**config.mk**
```make
export PLATFORM = sky130hd
export DESIGN_NAME = spi_master
export DESIGN_NICKNAME = d
export VERILOG_FILES = /design/src/rtl/spi_master_pkg.sv /design/src/rtl/spi_rate_tick.sv /design/src/rtl/spi_shifter.sv /design/src/rtl/spi_master.sv
export SDC_FILE = /design/constraint.sdc
export NUM_CORES = 1
export LEC_CHECK = 0
export CORE_UTILIZATION = 40
export CTS_BUF_LIST = sky130_fd_sc_hd__clkbuf_4 sky130_fd_sc_hd__clkbuf_8 sky130_fd_sc_hd__clkbuf_16
export DETAILED_ROUTE_END_ITERATION = 10
export GPL_TIMING_DRIVEN = 0
export PLACE_DENSITY = 0.67
export SLEW_MARGIN = 5
export SYNTH_ARGS = -nofsm -noshare
export SYNTH_HDL_FRONTEND = slang
export SYNTH_SLANG_ARGS = --single-unit
```
**constraint.sdc**
```tcl
create_clock -name clk -period 3.15 [get_ports clk]
set_input_delay 0.7875 -clock clk [delete_from_list [all_inputs] [get_ports clk]]
set_output_delay 0.7875 -clock clk [all_outputs]
set_load 0.02 [all_outputs]
```
**src/rtl/spi_master_pkg.sv**
```systemverilog
package spi_master_pkg;
  localparam int FRAME_W = 16;
  localparam int HALF_W  = FRAME_W / 2;
  localparam int RATE_W  = 3;

  typedef struct packed {
    logic              en;
    logic              lsb_first;
    logic              wide;
    logic              cpha;
    logic              cpol;
    logic [RATE_W-1:0] rate;
  } spi_cfg_t;

  typedef enum logic [1:0] {ST_IDLE, ST_XFER, ST_TAIL} spi_state_e;

  // Normalise a word: mirror the active bits for LSB-first order, zero
  // the upper half in narrow mode.
  function automatic logic [FRAME_W-1:0] order_fix(input logic [FRAME_W-1:0] d,
                                                   input logic lsb, input logic wide);
    logic [FRAME_W-1:0] r;
    r = '0;
    if (!lsb) begin
      r = wide ? d : {{HALF_W{1'b0}}, d[HALF_W-1:0]};
    end else if (wide) begin
      for (int i = 0; i < FRAME_W; i++) r[i] = d[FRAME_W-1-i];
    end else begin
      for (int i = 0; i < HALF_W; i++) r[i] = d[HALF_W-1-i];
    end
    return r;
  endfunction
endpackage

```
**src/rtl/spi_rate_tick.sv**
```systemverilog
module spi_rate_tick #(
  parameter int RATE_W = 3,
  parameter int DIV_W  = 1 << RATE_W
) (
  input  logic              clk,
  input  logic              rst_n,
  input  logic              run,
  input  logic [RATE_W-1:0] rate,
  output logic              tick
);
  logic [DIV_W-1:0] cnt_q, cnt_d, half_m1;

  always_comb begin
    half_m1 = (DIV_W'(1) << rate) - DIV_W'(1);
    tick    = run && (cnt_q == half_m1);
    if (!run)      cnt_d = '0;
    else if (tick) cnt_d = '0;
    else           cnt_d = cnt_q + DIV_W'(1);
  end

  always_ff @(posedge clk or negedge rst_n) begin
    if (!rst_n) cnt_q <= '0;
    else        cnt_q <= cnt_d;
  end

  // counter never passes the half-period limit while running
  p_cnt_bound_r2: assert property (@(posedge clk) disable iff (!rst_n)
    run |-> (cnt_q <= half_m1));
endmodule

```
**src/rtl/spi_shifter.sv**
```systemverilog
module spi_shifter #(
  parameter int W = 16
) (
  input  logic         clk,
  input  logic         rst_n,
  input  logic         load,
  input  logic         load_emit,
  input  logic [W-1:0] load_word,
  input  logic         emit,
  input  logic         sample,
  input  logic         miso,
  output logic         mosi,
  output logic [W-1:0] rx_now,
  output logic [W-1:0] rx_next
);
  logic [W-1:0] tx_q, tx_d, rx_q, rx_d;
  logic         mosi_q, mosi_d;

  always_comb begin
    tx_d    = tx_q;
    mosi_d  = mosi_q;
    rx_next = {rx_q[W-2:0], miso};
    rx_d    = sample ? rx_next : rx_q;
    if (load) begin
      if (load_emit) begin
        mosi_d = load_word[W-1];
        tx_d   = load_word << 1;
      end else begin
        tx_d   = load_word;
      end
    end else if (emit) begin
      mosi_d = tx_q[W-1];
      tx_d   = tx_q << 1;
    end
  end

  always_ff @(posedge clk or negedge rst_n) begin
    if (!rst_n) begin
      tx_q   <= '0;
      rx_q   <= '0;
      mosi_q <= 1'b0;
    end else begin
      tx_q   <= tx_d;
      rx_q   <= rx_d;
      mosi_q <= mosi_d;
    end
  end

  assign mosi   = mosi_q;
  assign rx_now = rx_q;

  // MOSI only moves on a load or a drive edge
  p_mosi_hold_r4: assert property (@(posedge clk) disable iff (!rst_n)
    (!load && !emit) |=> $stable(mosi));
endmodule

```
**src/rtl/spi_master.sv**
```systemverilog
module spi_master
  import spi_master_pkg::*;
(
  input  logic        clk,
  input  logic        rst_n,
  input  logic        cfg_we,
  input  logic [7:0]  cfg_wdata,
  input  logic        dat_we,
  input  logic [15:0] dat_wdata,
  input  logic        dat_re,
  output logic [15:0] dat_rdata,
  input  logic        sts_re,
  output logic        txe,
  output logic        rxne,
  output logic        bsy,
  output logic        ovr,
  output logic        sck,
  output logic        mosi,
  output logic        cs_n,
  input  logic        miso
);
  localparam int DIV_W  = 1 << RATE_W;
  localparam int EDGE_W = $clog2(2 * FRAME_W);

  spi_cfg_t            cfg_q, cfg_d;
  spi_state_e          state_q, state_d;
  logic [EDGE_W-1:0]   edge_q, edge_d, last_idx;
  logic [FRAME_W-1:0]  txbuf_q, txbuf_d, rxbuf_q, rxbuf_d;
  logic                txfull_q, txfull_d, rxne_q, rxne_d;
  logic                ovr_q, ovr_d, arm_q, arm_d, sck_q, sck_d;
  logic                tick, start, xfer_tick, at_last, reload, load;
  logic                emit, sample;
  logic [FRAME_W-1:0]  fixed_tx, load_word, rx_now, rx_next, rx_word;

  spi_rate_tick #(.RATE_W(RATE_W), .DIV_W(DIV_W)) u_rate (
    .clk(clk), .rst_n(rst_n), .run(state_q != ST_IDLE),
    .rate(cfg_q.rate), .tick(tick));

  always_comb begin
    start     = (state_q == ST_IDLE) && txfull_q && cfg_q.en;
    xfer_tick = tick && (state_q == ST_XFER);
    last_idx  = cfg_q.wide ? EDGE_W'(2*FRAME_W-1) : EDGE_W'(FRAME_W-1);
    at_last   = xfer_tick && (edge_q == last_idx);
    reload    = at_last && txfull_q && cfg_q.en;
    load      = start || reload;
    emit      = xfer_tick && (edge_q[0] != cfg_q.cpha) && (edge_q != last_idx);
    sample    = xfer_tick && (edge_q[0] == cfg_q.cpha);
    fixed_tx  = order_fix(txbuf_q, cfg_q.lsb_first, cfg_q.wide);
    load_word = cfg_q.wide ? fixed_tx : {fixed_tx[HALF_W-1:0], {HALF_W{1'b0}}};
    rx_word   = order_fix(cfg_q.cpha ? rx_next : rx_now, cfg_q.lsb_first, cfg_q.wide);
  end

  spi_shifter #(.W(FRAME_W)) u_shift (
    .clk(clk), .rst_n(rst_n), .load(load), .load_emit(!cfg_q.cpha),
    .load_word(load_word), .emit(emit), .sample(sample), .miso(miso),
    .mosi(mosi), .rx_now(rx_now), .rx_next(rx_next));

  // Sequencing
  always_comb begin
    state_d = state_q;
    edge_d  = edge_q;
    sck_d   = sck_q;
    case (state_q)
      ST_IDLE: begin
        sck_d = cfg_q.cpol;
        if (start) begin
          state_d = ST_XFER;
          edge_d  = '0;
        end
      end
      ST_XFER: begin
        if (xfer_tick) begin
          sck_d = ~sck_q;
          if (at_last) begin
            edge_d  = '0;
            state_d = reload ? ST_XFER : ST_TAIL;
          end else begin
            edge_d  = edge_q + EDGE_W'(1);
          end
        end
      end
      default: if (tick) state_d = ST_IDLE;
    endcase
  end

  // Buffers and flags
  always_comb begin
    cfg_d    = (cfg_we && (state_q == ST_IDLE) && !start) ? spi_cfg_t'(cfg_wdata) : cfg_q;
    txfull_d = (txfull_q && !load) || dat_we;
    txbuf_d  = dat_we ? dat_wdata : txbuf_q;
    rxbuf_d  = rxbuf_q;
    rxne_d   = rxne_q && !dat_re;
    ovr_d    = ovr_q;
    arm_d    = arm_q;
    if (sts_re && ovr_q) arm_d = 1'b1;
    if (dat_re && arm_q) begin
      ovr_d = 1'b0;
      arm_d = 1'b0;
    end
    if (at_last) begin
      if (rxne_q) begin
        ovr_d = 1'b1;
      end else begin
        rxbuf_d = rx_word;
        rxne_d  = 1'b1;
      end
    end
  end

  always_ff @(posedge clk or negedge rst_n) begin
    if (!rst_n) begin
      cfg_q    <= '0;
      state_q  <= ST_IDLE;
      edge_q   <= '0;
      sck_q    <= 1'b0;
      txbuf_q  <= '0;
      txfull_q <= 1'b0;
      rxbuf_q  <= '0;
      rxne_q   <= 1'b0;
      ovr_q    <= 1'b0;
      arm_q    <= 1'b0;
    end else begin
      cfg_q    <= cfg_d;
      state_q  <= state_d;
      edge_q   <= edge_d;
      sck_q    <= sck_d;
      txbuf_q  <= txbuf_d;
      txfull_q <= txfull_d;
      rxbuf_q  <= rxbuf_d;
      rxne_q   <= rxne_d;
      ovr_q    <= ovr_d;
      arm_q    <= arm_d;
    end
  end

  assign dat_rdata = rxbuf_q;
  assign txe       = !txfull_q;
  assign rxne      = rxne_q;
  assign bsy       = (state_q != ST_IDLE);
  assign ovr       = ovr_q;
  assign sck       = sck_q;
  assign cs_n      = (state_q == ST_IDLE);

  p_cfg_frozen_r1: assert property (@(posedge clk) disable iff (!rst_n)
    bsy |=> $stable(cfg_q));
  p_sck_idle_r3: assert property (@(posedge clk) disable iff (!rst_n)
    (cs_n && $past(cs_n) && $stable(cfg_q.cpol)) |-> (sck == cfg_q.cpol));
  p_txe_drop_r8: assert property (@(posedge clk) disable iff (!rst_n)
    dat_we |=> !txe);
  p_cs_busy_r10: assert property (@(posedge clk) disable iff (!rst_n)
    !cs_n |-> bsy);
  p_ovr_set_r11: assert property (@(posedge clk) disable iff (!rst_n)
    (at_last && rxne) |=> (ovr && $stable(dat_rdata)));
endmodule

```
# Yosys cells after proc, flatten, opt, wreduce, memory -nomap -nowiden
# Cells that the tools add are included.
op_classes:
  n_reduce_logical: 33
  addsub: 3
  shift: 1
  mux: 38
  n_eq_ne: 10
  n_bitwise: 2
ops:
  columns: ["op", "count"]
  rows:
  - ["$mux 16", 9]
  - ["$mux 8", 6]
  - ["$mux 5", 4]
  - ["$logic_and 1x1->1", 16]
  - ["$mux 1", 11]
  - ["$mux 2", 5]
  - ["$pmux 5 s2", 1]
  - ["$add 8x1->8 const B", 1]
  - ["$eq 8x8->1", 1]
  - ["$reduce_bool 2->1", 4]
  - ["$shl 1x3->8 const A", 1]
  - ["$sub 8x2->8 const B", 1]
  - ["$ne 2x2->1 const B", 3]
  - ["$reduce_and 2->1", 3]
  - ["$add 5x1->5 const B", 1]
  - ["$eq 5x5->1", 1]
  - ["$ne 5x5->1", 1]
  - ["$logic_not 1->1", 4]
  - ["$pmux 2 s2", 1]
  - ["$reduce_and 4->1", 1]
  - ["$reduce_and 3->1", 1]
  - ["$reduce_bool 3->1", 1]
  - ["$eq 2x1->1 const B", 1]
  - ["$logic_not 2->1", 1]
  - ["6 further kinds", 8]
totals:
  in_bits: 31
  register_bits: 93

# Logic depth before layout (Yosys ltp)
depth:
  ltp_word: 12
  ltp_mapped: 9
  mapped_depth_nobuf: 7

# Hierarchy
# A second synthesis with hierarchy kept.
unflattened:
  cells_unflattened: 462
  area_unflattened_um2: 5222.5
by_module_without_submodules:
  columns: ["module", "area_per_inst_um2", "instances", "seq_area_each_um2", "cells_each"]
  rows:
  - ["spi_master", 2902.8, 1, 1301.2, 280]
  - ["spi_shifter", 1762.9, 1, 825.8, 124]
  - ["spi_rate_tick", 556.8, 1, 200.2, 58]

# Least setup slack after synthesis
# OpenSTA, ideal clock, no wires.
synth_timing:
  path_kind: "register to register"
  from: "register cfg_q[2] (netlist bit)"
  to: "register u_shift.rx_q[10] (netlist: u_shift.rx_now[10])"
  n_path_buf: 2
  synth_period_minus_slack_ps: 2231
  stages_incl_launch_ff: 9
  t_required_ps: 3025
  path_slack_ps: 919
  setup_time_ps: 125
  arrival_time_ps: 2106
  cell_sequence: "dfrtp_1 -> buf_6 -> xor2_1 -> or4_4 -> a22oi_4 -> and2_4 -> nand3_4 -> buf_6 -> mux2_4"
synth_between:
  elab_chain_len: 6
synth_rtl:
  columns: ["element", "line", "source"]
  rows:
  - ["from (decl)", "spi_master.sv:25", "spi_cfg_t cfg_q, cfg_d;"]
  - ["from (signal assigned)", "spi_master.sv:123", "cfg_q <= cfg_d;"]
  - ["$shl 1x3->8", "spi_rate_tick.sv:14", "half_m1 = (DIV_W'(1) << rate) - DIV_W'(1);"]
  - ["$sub 8x2->8", "spi_rate_tick.sv:14", null]
  - ["$eq 8x8->1", "spi_rate_tick.sv:15", "tick = run && (cnt_q == half_m1);"]
  - ["$logic_and 1x1->1", "spi_rate_tick.sv:15", null]
  - ["$logic_and 1x1->1", "spi_master.sv:41", "xfer_tick = tick && (state_q == ST_XFER);"]
  - ["$logic_and 1x1->1", "spi_master.sv:47", "sample = xfer_tick && (edge_q[0] == cfg_q.cpha);"]
  - ["to (signal assigned)", "spi_shifter.sv:44", "rx_q <= rx_d;"]
  - ["to (decl)", "spi_shifter.sv:16", "logic [W-1:0] tx_q, tx_d, rx_q, rx_d;"]
# Every way passes these cells.
# A chain may end at the register's enable or synchronous reset.

# Worst setup path in the final report
layout_timing:
  from: "register state_q[0]"
  to: "output port bsy"
layout_between:
  elab_chain_len: 1
layout_rtl:
  columns: ["element", "line", "source"]
  rows:
  - ["from (decl)", "spi_master.sv:26", "spi_state_e state_q, state_d;"]
  - ["from (signal assigned)", "spi_master.sv:124", "state_q <= state_d;"]
  - ["$reduce_bool 2->1", "spi_master.sv:139", "assign bsy = (state_q != ST_IDLE);"]
  - ["to (decl)", "spi_master.sv:15", "output logic bsy,"]
# Every way passes these cells.

==> results.sh <==
export IMPL_post_route_period_util_pct=84.18
export IMPL_async_flop_share_pct=100.0
export IMPL_p_per_area_nw_per_um2=644.7
export IMPL_grt_pass1_wl_um=18390
export IMPL_final_core_util_pct=50.16
export IMPL_coreArea_sq_um=12110
export IMPL_grt_pass1_vias=3705
export IMPL_tightest_slew_ns=0.6409
export IMPL_drtAntennaViolNets=0
export IMPL_cts_setup_buffers=0
export IMPL_route_detailed_drc=0
export IMPL_cts_buffer_depth=2
export IMPL_cap_violations=0
export IMPL_rsz0062_at_grt="false"
export IMPL_die_y_um=113.7
export IMPL_cp_required_ns=2.36
export IMPL_synth_edff_count=0
export IMPL_cts_root_buf="clkbuf_16"
export IMPL_dieArea_sq_um=12930
export IMPL_yosys_area_top_type_share_pct=46.60
export IMPL_hold_viol_final=0
export IMPL_netlist_area_sq_um=4994
export IMPL_synthTopCellsByArea="dfrtp_1 (47%), mux2_2 (8.6%), mux2i_1 (7.8%)"
export IMPL_outcome="finished, final reports clean"
export IMPL_p_leak_uw=0.002639
export IMPL_skew_ns=0.008189
export IMPL_die_w_um=113.7
export IMPL_globalplace_congestion=0.8782
export IMPL_routedWlPerCell_um=15.57
export IMPL_wl_um=11090
export IMPL_cts_tree="yes"
export IMPL_fill_cells=1084
export IMPL_path_max_fanout=10
export IMPL_finalInstanceArea_sq_um=6075
export IMPL_slew_headroom_pct=57.28
export IMPL_hp_class="in2async"
export IMPL_fin_nets=572
export IMPL_grt_max_degree=62
export IMPL_crit_type="reg2out"
export IMPL_fmax_ghz=0.3771
export IMPL_cp_end_kind="primary output"
export IMPL_placed_cell_area_sq_um=5749
export IMPL_antenna_found_initial=0
export IMPL_ir_worst_vdd_v=0.0002665
export IMPL_clock_sinks=93
export IMPL_num_rows=40
export IMPL_yosys_area_top_type="dfrtp_1"
export IMPL_vias_per_cell=5.268
export IMPL_netlist_instances=475
export IMPL_finalPower_uw=3916
export IMPL_cp_cell_sequence="clkbuf_1 > nor2_1 > inv_1 > clkdlybuf4s50_1"
export IMPL_grt_usage_pct=18.59
export IMPL_cp_start_kind="flop"
export IMPL_syn_nets=508
export IMPL_clock_latency_ns=0.35
export IMPL_grt_overflow_total=0
export IMPL_layout_drive_gt1_share_pct=16.54
export IMPL_min_period_ns=2.652
export IMPL_cp_slowest_stage_delay_ns=0.61
export IMPL_numCtsBuffers=9
export IMPL_firstDrtPassIters=4
export IMPL_cts_resized=0
export IMPL_path_clk_slew_ns=0.06
export IMPL_diodes=0
export IMPL_io_pins=54
export IMPL_setup_violations=0
export IMPL_start_util_pct=41.23
export IMPL_slew_viol_final=0
export IMPL_ys_flop_type="dfrtp_1"
export IMPL_ys_seq_elements=93
export IMPL_yosysMostFrequentCell="dfrtp_1"
export IMPL_synth_distinct_cells=55
export IMPL_ctsHoldBuffers=0
export IMPL_htree_levels=3
export IMPL_area_growth_pct=21.65
export IMPL_port_buffers=52
export IMPL_cp_arrival_ns=1.86
export IMPL_dp_final_hpwl_um=8104
export IMPL_synth_common_cells="dfrtp_1 (93), nand2_1 (48), mux2i_1 (39)"
export IMPL_whs_ns=0.3859
export IMPL_avgSynthCellArea_sq_um=10.51
export IMPL_route_vias_total=3751
export IMPL_drt_iter0_drc=181
export IMPL_ys_seq_area_share_pct=46.60
export IMPL_critPathSlowestCell="clkdlybuf4s50_1"
export IMPL_yosys_warnings=0
## logic make-up (layout without fill, tap and decap cells)
family	Yosys count	count (layout)	share of synthesized area (%)
and+or+nand+nor	149	149	14.43
DFF	93	93	46.60
AOI/OAI and AO/OA	89	89	12.88
muxes	87	87	19.39
buffers and inverters	42	111	3.908
xor gates and xnor gates	13	13	2.280
adders and majority gates	2	2	0.5010
## state kept, by name, indices dropped and copies added, names as in the netlist
register and count:
state_q 2, sck 1, rxne 1, u_shift.tx_q 16
txbuf_q 16, txfull_q 1, ovr 1, dat_rdata 16
edge_q 5, arm_q 1, u_shift.rx_now 16, u_shift.mosi 1
u_rate.cnt_q 8, cfg_q 8
## layout make-up
cell class / count / area, sq um / share of cell area (%)
Clock inverter: 6 / 92.59 / 1.524
Timing Repair Buffer: 53 / 545.5 / 8.980
Multi-Input combinational cell: 340 / 2471 / 40.68
Clock buffer: 10 / 232.7 / 3.831
Tap cell: 168 / 210.2 / 3.460
Sequential cell: 93 / 2327 / 38.31
Buffer: 32 / 157.7 / 2.595
Inverter: 10 / 37.54 / 0.6179
## report_power, final
group,internal (uW),switching (uW)
Sequential,1400,184
Clock,710,475
Combinational,532,615
## final timing paths
kind                                  from               to  slack [ns]  depth (start not counted)
worst max-delay path            state_q[0]              bsy        0.50                          4
worst min-delay path                 rst_n  u_rate.cnt_q[2]        0.39                          1
worst max register to register    cfg_q[1]     u_shift.mosi        0.64                          6
worst min register to register       arm_q            arm_q        0.47                          1
max in group asynchronous            rst_n      txbuf_q[11]        2.11                          2
min in group clk                     arm_q            arm_q        0.47                          1
## cell usage in the layout, fill, tap and decap left out, types with 16 or more instances in the layout
cell type,synthesis,routed
nand3_1,18,18
nor3_1,18,18
clkbuf_1,18,18
a21oi_1,19,19
mux2_2,38,38
nand2_1,48,48
dfrtp_1,93,93
nor2_1,34,34
mux2i_1,39,39
a221o_1,16,16
o21ai_0,27,27
clkdlybuf4s50_1,0,51
## per-layer routing
metal,up-vias,track usage (%),share of wire (%)
met2,64,30.57,49
li1,1835,-,-
met5,-,0,0
met3,13,4.145,3.0
met1,1839,24.21,46
met4,0,6.491,1.5
## worst max-delay path, delay by kind of cell, from the launching register on
kind	cells	cell delay [ns]
buf+inv	3	1.05
flops	1	0.32
simple gates	1	0.15
## through the flow
step | worst slack (ns) | setup TNS (ns) | instances
after floorplan | 0.9191 | 0 | 475
after global placement | -1.980 | -183.39 | 695
after detailed placement | 0.6661 | 0 | 696
after CTS | 0.4871 | 0 | 712
after global routing | 0.3262 | 0 | 712
final | 0.4982 | 0 | 712
Power figures use the tool's default switching activity.
